--- config.mk ---
export PLATFORM = sky130hd
export DESIGN_NAME = dacWordLoader
export DESIGN_NICKNAME = d
export VERILOG_FILES = /design/src/rtl/dacLoaderPkg.sv /design/src/rtl/dacLoaderCtrl.sv /design/src/rtl/dacLoaderPath.sv /design/src/rtl/dacWordLoader.sv
export SDC_FILE = /design/constraint.sdc
export NUM_CORES = 1
export LEC_CHECK = 0
export CAP_MARGIN = 20
export CORE_UTILIZATION = 47
export CTS_CLUSTER_SIZE = 40
export DETAILED_ROUTE_END_ITERATION = 10
export GPL_ROUTABILITY_DRIVEN = 0
export PLACE_DENSITY = 0.81
export SYNTH_ARGS = -nofsm -noshare
export SYNTH_HDL_FRONTEND = slang
export SYNTH_SLANG_ARGS = --single-unit
--- constraint.sdc ---
create_clock -name clk -period 1.8 [get_ports clk]
set_input_delay 0.45 -clock clk [delete_from_list [all_inputs] [get_ports clk]]
set_output_delay 0.45 -clock clk [all_outputs]
set_load 0.05 [all_outputs]
--- src/rtl/dacLoaderPkg.sv ---
package dacLoaderPkg;

  typedef enum logic [2:0] {
    ST_IDLE,
    ST_SETUP,
    ST_HIGH,
    ST_LOW,
    ST_LOAD
  } loaderStateT;

  // strobes from control to datapath, one cycle each
  typedef struct packed {
    logic capture;
    logic shift;
    logic clkRise;
    logic clkFall;
    logic ldAssert;
    logic ldRelease;
  } loaderStbT;

  // cycles needed to cover a minimum in ns at a clock in MHz, rounded up
  function automatic int cyclesFor(input int ns, input int mhz);
    int c;
    c = (ns * mhz + 999) / 1000;
    return (c < 1) ? 1 : c;
  endfunction

  function automatic int maxOf(input int a, input int b);
    return (a > b) ? a : b;
  endfunction

endpackage

--- src/rtl/dacLoaderCtrl.sv ---
module dacLoaderCtrl
  import dacLoaderPkg::*;
#(
  parameter int WORD_BITS = 12,
  parameter int SETUP_LEN = 2,
  parameter int HIGH_LEN  = 5,
  parameter int LOW_LEN   = 6,
  parameter int LOAD_LEN  = 6,
  parameter int CNT_W     = 16
) (
  input  logic      clk,
  input  logic      rst,
  input  logic      start,
  output loaderStbT stb,
  output logic      busy,
  output logic      done
);

  localparam int BIT_W = (WORD_BITS > 1) ? $clog2(WORD_BITS) : 1;
  localparam logic [CNT_W-1:0] SETUP_M1 = CNT_W'(SETUP_LEN - 1);
  localparam logic [CNT_W-1:0] HIGH_M1  = CNT_W'(HIGH_LEN - 1);
  localparam logic [CNT_W-1:0] LOW_M1   = CNT_W'(LOW_LEN - 1);
  localparam logic [CNT_W-1:0] LOAD_M1  = CNT_W'(LOAD_LEN - 1);
  localparam logic [BIT_W-1:0] LAST_BIT = BIT_W'(WORD_BITS - 1);

  loaderStateT      state;
  logic [CNT_W-1:0] phaseCnt;
  logic [BIT_W-1:0] bitIdx;
  logic             phaseEnd;

  assign phaseEnd = (phaseCnt == '0);

  always_comb begin
    stb = '0;
    case (state)
      ST_IDLE:  stb.capture   = start;
      ST_SETUP: stb.clkRise   = phaseEnd;
      ST_HIGH:  stb.clkFall   = phaseEnd;
      ST_LOW: begin
        stb.ldAssert = phaseEnd && (bitIdx == LAST_BIT);
        stb.shift    = phaseEnd && (bitIdx != LAST_BIT);
      end
      ST_LOAD:  stb.ldRelease = phaseEnd;
      default:  stb = '0;
    endcase
  end

  always_ff @(posedge clk) begin
    if (rst) begin
      state    <= ST_IDLE;
      phaseCnt <= '0;
      bitIdx   <= '0;
      busy     <= 1'b0;
      done     <= 1'b0;
    end else begin
      done <= 1'b0;
      if (phaseCnt != '0) phaseCnt <= phaseCnt - 1'b1;
      case (state)
        ST_IDLE: if (start) begin
          state    <= ST_SETUP;
          phaseCnt <= SETUP_M1;
          bitIdx   <= '0;
          busy     <= 1'b1;
        end
        ST_SETUP: if (phaseEnd) begin
          state    <= ST_HIGH;
          phaseCnt <= HIGH_M1;
        end
        ST_HIGH: if (phaseEnd) begin
          state    <= ST_LOW;
          phaseCnt <= LOW_M1;
        end
        ST_LOW: if (phaseEnd) begin
          if (bitIdx == LAST_BIT) begin
            state    <= ST_LOAD;
            phaseCnt <= LOAD_M1;
          end else begin
            state    <= ST_SETUP;
            phaseCnt <= SETUP_M1;
            bitIdx   <= bitIdx + 1'b1;
          end
        end
        ST_LOAD: if (phaseEnd) begin
          state <= ST_IDLE;
          busy  <= 1'b0;
          done  <= 1'b1;
        end
        default: state <= ST_IDLE;
      endcase
    end
  end

  // a start while busy must not restart capture
  p_no_capture_busy_r7: assert property (@(posedge clk) disable iff (rst)
    busy |-> !stb.capture);

  // the load pulse is only raised once the last bit slot has ended
  p_load_after_last_r2: assert property (@(posedge clk) disable iff (rst)
    stb.ldAssert |=> (state == ST_LOAD));

endmodule

--- src/rtl/dacLoaderPath.sv ---
module dacLoaderPath
  import dacLoaderPkg::*;
#(
  parameter int WORD_BITS = 12
) (
  input  logic                 clk,
  input  logic                 rst,
  input  loaderStbT            stb,
  input  logic [WORD_BITS-1:0] code,
  input  logic                 bipolar,
  output logic                 sclk,
  output logic                 sdata,
  output logic                 ldN
);

  localparam int TOP = WORD_BITS - 1;

  logic [WORD_BITS-1:0] shiftReg;
  logic [WORD_BITS-1:0] mapped;

  generate
    if (WORD_BITS > 1) begin : g_map
      assign mapped = {code[TOP] ^ bipolar, code[TOP-1:0]};
    end else begin : g_map1
      assign mapped = code ^ bipolar;
    end
  endgenerate

  always_ff @(posedge clk) begin
    if (rst) begin
      shiftReg <= '0;
      sclk     <= 1'b0;
      ldN      <= 1'b1;
    end else begin
      if (stb.capture)   shiftReg <= mapped;
      if (stb.shift)     shiftReg <= shiftReg << 1;
      if (stb.ldRelease) shiftReg <= '0;
      if (stb.clkRise)   sclk <= 1'b1;
      if (stb.clkFall)   sclk <= 1'b0;
      if (stb.ldAssert)  ldN  <= 1'b0;
      if (stb.ldRelease) ldN  <= 1'b1;
    end
  end

  assign sdata = shiftReg[TOP];

  // data frozen across the rising edge and while the clock is high
  p_data_steady_high_r5: assert property (@(posedge clk) disable iff (rst)
    sclk |-> $stable(sdata));

  // clock held low while the load line is low
  p_clk_low_in_load_r3: assert property (@(posedge clk) disable iff (rst)
    !ldN |-> !sclk);

endmodule

--- src/rtl/dacWordLoader.sv ---
module dacWordLoader
  import dacLoaderPkg::*;
#(
  parameter int WORD_BITS   = 12,
  parameter int SYS_MHZ     = 50,
  parameter int SETUP_MINNS = 40,
  parameter int HOLD_MINNS  = 80,
  parameter int HIGH_MINNS  = 90,
  parameter int LOW_MINNS   = 120,
  parameter int LOAD_MINNS  = 120
) (
  input  logic                 clk,
  input  logic                 rst,
  input  logic                 start,
  input  logic [WORD_BITS-1:0] code,
  input  logic                 bipolar,
  output logic                 busy,
  output logic                 done,
  output logic                 sclk,
  output logic                 sdata,
  output logic                 ldN
);

  localparam int SETUP_LEN = cyclesFor(SETUP_MINNS, SYS_MHZ);
  localparam int HIGH_LEN  = cyclesFor(HIGH_MINNS, SYS_MHZ);
  localparam int HOLD_LEN  = cyclesFor(HOLD_MINNS, SYS_MHZ);
  localparam int LOW_LEN   = maxOf(cyclesFor(LOW_MINNS, SYS_MHZ), HOLD_LEN - HIGH_LEN);
  localparam int LOAD_LEN  = cyclesFor(LOAD_MINNS, SYS_MHZ);
  localparam int CNT_W     = $clog2(maxOf(maxOf(SETUP_LEN, HIGH_LEN),
                                          maxOf(LOW_LEN, LOAD_LEN)) + 1) + 1;

  loaderStbT stb;

  dacLoaderCtrl #(
    .WORD_BITS(WORD_BITS), .SETUP_LEN(SETUP_LEN), .HIGH_LEN(HIGH_LEN),
    .LOW_LEN(LOW_LEN), .LOAD_LEN(LOAD_LEN), .CNT_W(CNT_W)
  ) u_ctrl (
    .clk(clk), .rst(rst), .start(start), .stb(stb), .busy(busy), .done(done)
  );

  dacLoaderPath #(.WORD_BITS(WORD_BITS)) u_path (
    .clk(clk), .rst(rst), .stb(stb), .code(code), .bipolar(bipolar),
    .sclk(sclk), .sdata(sdata), .ldN(ldN)
  );

  // load pulse lies inside the busy window
  p_load_inside_busy_r8: assert property (@(posedge clk) disable iff (rst)
    !ldN |-> busy);

  // done follows a cycle where the load line was low
  p_done_after_load_r8: assert property (@(posedge clk) disable iff (rst)
    $rose(done) |-> ($past(!ldN) && ldN && !busy));

  // idle lines: clock low, load high
  p_idle_lines_r9: assert property (@(posedge clk) disable iff (rst)
    !busy |-> (!sclk && ldN));

endmodule

==> key figures <==
STA
  – RSZ-0062 raised after global routing: yes
  – Relative max-transition margin: 69.8%
  – Fin. Hold Viols: 0
  – Slew Viols, Final: 0
  – Maximum clock frequency: 580 MHz
  – Setup violation total in the final timing report: 0
  – Share of the clock period used by the worst path: 95.8%
  – Clk_skew: 0.00726 ns
  – Crit path time final: 1.72 ns
  – Worst Tran Pin Value: 0.451 ns

Logic synthesis
  – Distinct cells, synth: 36
  – Most instantiated cells after synthesis: dfxtp_1, nor2_1, a211oi_1, mux2i_1
  – Synth Flop Type: dfxtp_1
  – Most repeated cell in the gate-level netlist after synthesis: dfxtp_1
  – Fraction of synthesis flops using an asynchronous set or reset pin: 0%
  – Post-Synthesis Net Count: 163
  – Syn Area/Cell: 9.32 um^2
  – Leading cell types by total area after synthesis: dfxtp_1, mux2i_1, a211oi_1
  – Seq/Total Area, Yosys: 40.6%
  – Library cell occupying the most area in the post-synthesis netlist: dfxtp_1
  – Post-synth design cell area: 1330 um^2
  – Mapped Cells: 143
  – Synthesis warning total: 0
  – Post-synthesis register bit count: 27
  – Number of synthesized flops with an enable pin: 0
  – Share of Yosys cell area claimed by the top area cell type: 40.6%

Worst setup path
  – Crit path cell chain: inv_2 > ha_4 > nor3b_4 > buf_4 > buf_4 > nand3_1 > nand2_1 > buf_12 > a211oi_1
  – Slack of the worst reg-to-reg path: 0.08 ns
  – Peak fanout along the critical path: 13
  – Kind of capture point of the worst setup path: register
  – Reg2reg path depth: 9
  – Capturing point of the worst reg2reg path: u_path.shiftReg[4]$_SDFFE_PP0P_
  – Arrival time of data at the critical path endpoint: 1.97 ns
  – Highest-delay cell along the critical path: dfxtp_2
  – Delay contributed by the slowest stage of the critical path: 0.37 ns
  – Worst path top cell family by delay: buffers and inverters
  – Class of the most critical setup path: register to register
  – Buf+Inv Stages, Crit Path: 4
  – Beginning of the worst register-to-register path: u_ctrl.phaseCnt[1]$_SDFF_PP0_
  – Cell repeated most along the worst path: buf_4
  – Critical path launch point type: register
  – Worst EP required: 2.04 ns

CTS
  – Clk pin slew, worst setup/hold paths: 0.15 ns
  – Maximum clock path buffer count: 2
  – # clock sinks: 27
  – # H-tree levels: 1
  – Clk_lat worst skew: 0.33 ns
  – Number of hold buffers added after cts: 0
  – Root buf cell: clkbuf_4
  – CTS Buf Count: 3
  – CTS tree: built

Floorplan
  – Starting density of the core: 51.9%
  – Vertical die dimension: 55.2 um
  – Area of the core: 2570 um^2
  – Die outline width: 55.2 um
  – Total Die Area: 3050 um^2
  – Number of rows created at floorplan: 18
  – I/O pin count: 21

Global route
  – Global-route wire length before repair: 5.02 mm
  – Overflow after GRT: 0
  – Pin count of the biggest net entering global routing: 19
  – Number of global-route vias before repair: 1148
  – All-Layer GR Usage: 20.2%
  – Number of antenna violations at the first check in global routing: 0

Cells and area
  – Area of combinational cells with multiple inputs: 783 um^2
  – Count of non-filler cells in the finished layout: 205
  – Antenna Diode Count: 0
  – Fraction of final layout cells sized beyond drive strength 1: 25.7%
  – Area added between synthesis and finish: 31.8%
  – Flip-flop and latch area: 543 um^2
  – Number of fill cells in the layout: 215
  – Final cell area excluding filler cells: 1760 um^2
  – Net total in the final layout: 196

Min path
  – Class of the worst hold path: register to register
  – Hold endpoint: u_ctrl.busy$_SDFFE_PP0P_
  – Count of cells along the worst hold path: 1
  – Source of the worst hold timing path: u_ctrl.busy$_SDFFE_PP0P_

Placed design
  – Area of placed instances: 1630 um^2
  – DPL Wire Length: 2.12 mm
  – Dpl cells: 195
  – I/O Buffers: 20

Pwr
  – Static leakage: 0.735 nW
  – Maximum vdd ir drop: 0.00122 V
  – Total power divided by cell area: 1610 nW/um^2

Route
  – Router iterations before antenna repair: 4
  – DR WL met2: 1.46 mm
  – Remaining design rule violation count: 0
  – Total wire length: 2.84 mm
  – Sum of met3 wire segment lengths after detailed routing: 116 um
  – Antenna Violating Nets Remaining: 0
  – Average wire per standard cell: 13.8 um
  – Drt via density: 5.66
  – Vias after detailed routing: 1161
  – Top metal layer carrying routed signals: met4
  – Iter 0 DRT Violations: 36
  – Routed metal-1 wire length: 1.20 mm

Status
  – Result of the run: completed

Job
  – Max-cap violation count: 0
-- metrics by stage --
stage	total power [W]	TNS (ns)	worst slack [ns]	utilization (%)	hold WS, ns
6_report	0.00282	0	0.0750	68.4	0.501
5_1_grt	0.00306	-0.0124	-0.0124	68.4	0.528
4_1_cts	0.00271	0	0.0106	66.3	0.507
3_5_place_dp	0.00230	-1.35	-0.220	63.4	0.476
3_3_place_gp	0.00223	-1.12	-0.124	63.4	0.463
2_1_floorplan	0.00194	0	0.0123	-	0.460
-- final cells by class --
class / instances / share of cell area [%]
clock inverter: 1 / 0.427
timing repair buffer: 38 / 19.8
inverter: 4 / 0.855
clock buffer: 3 / 1.28
tap: 30 / 2.14
sequential: 27 / 30.9
multi-input combinational: 102 / 44.6
-- worst max-delay path by stage --
| stage | end | start | depth (start not counted) | slack [ns] |
|---|---|---|---|---|
| 2_1_floorplan | u_ctrl.phaseCnt[0]$_SDFF_PP0_ | u_ctrl.phaseCnt[0]$_SDFF_PP0_ | 8 | 0.01 |
| 3_3_place_gp | u_path.shiftReg[11]$_SDFFE_PP0P_ | start | 5 | -0.12 |
| 3_5_place_dp | u_path.shiftReg[4]$_SDFFE_PP0P_ | start | 5 | -0.22 |
| 4_1_cts | u_ctrl.phaseCnt[0]$_SDFF_PP0_ | u_ctrl.phaseCnt[1]$_SDFF_PP0_ | 9 | 0.01 |
| 5_1_grt | u_ctrl.phaseCnt[0]$_SDFF_PP0_ | u_ctrl.phaseCnt[0]$_SDFF_PP0_ | 9 | -0.01 |
| 6_report | u_path.shiftReg[4]$_SDFFE_PP0P_ | u_ctrl.phaseCnt[1]$_SDFF_PP0_ | 9 | 0.08 |
-- logic make-up after synthesis --
group           after synthesis  synth area share [%]
buf+inv                      14                  5.54
fa+ha+maj                     4                  3.76
flops                        27                  40.6
xor+xnor                      7                  4.60
simple gates                 47                  19.5
mux                          14                  10.7
compound gates               30                  15.3
-- sequential cells by signal (all words and copies together), names as in the netlist --
name / cells
u_path.ldN: 1
u_path.shiftReg: 12
u_ctrl.busy: 1
u_path.sclk: 1
u_ctrl.done: 1
u_ctrl.phaseCnt: 4
u_ctrl.bitIdx: 4
u_ctrl.state: 3
-- layer usage --
metal,up-vias,track usage (%)
li1,577,-
met1,546,24.5
met2,32,35.3
met3,6,3.04
met4,0,8.93
met5,-,0
-- cell usage in the layout, fill, tap and decap left out, types with 3 or more instances in the layout --
master            n
buf_4            21
inv_2             3
clkdlybuf4s50_1  15
nor2_1           19
nor3_1            4
a21oi_1           5
dfxtp_1          25
o21ai_0           4
mux2i_1          12
clkbuf_4          3
a211oi_1         11
nand2_1           6
xor2_1            6
-- power by group --
group / leakage [nW] / switching (W) / total [W] / internal [W]
clock: 0.0139 / 0.000184 / 0.000270 / 0.0000852
combinational: 0.499 / 0.000787 / 0.00158 / 0.000797
sequential: 0.222 / 0.000190 / 0.000968 / 0.000779
total: 0.735 / 0.00116 / 0.00282 / 0.00166
-- repair_timing --
item,4_1_cts,5_1_grt
endpoints found under the hold margin,0,0
gates resized for setup,6,9
buffers inserted,3,3
pin swaps,2,5
setup endpoints to repair,1,8
Note: power is estimated with default switching activity, not from simulation.
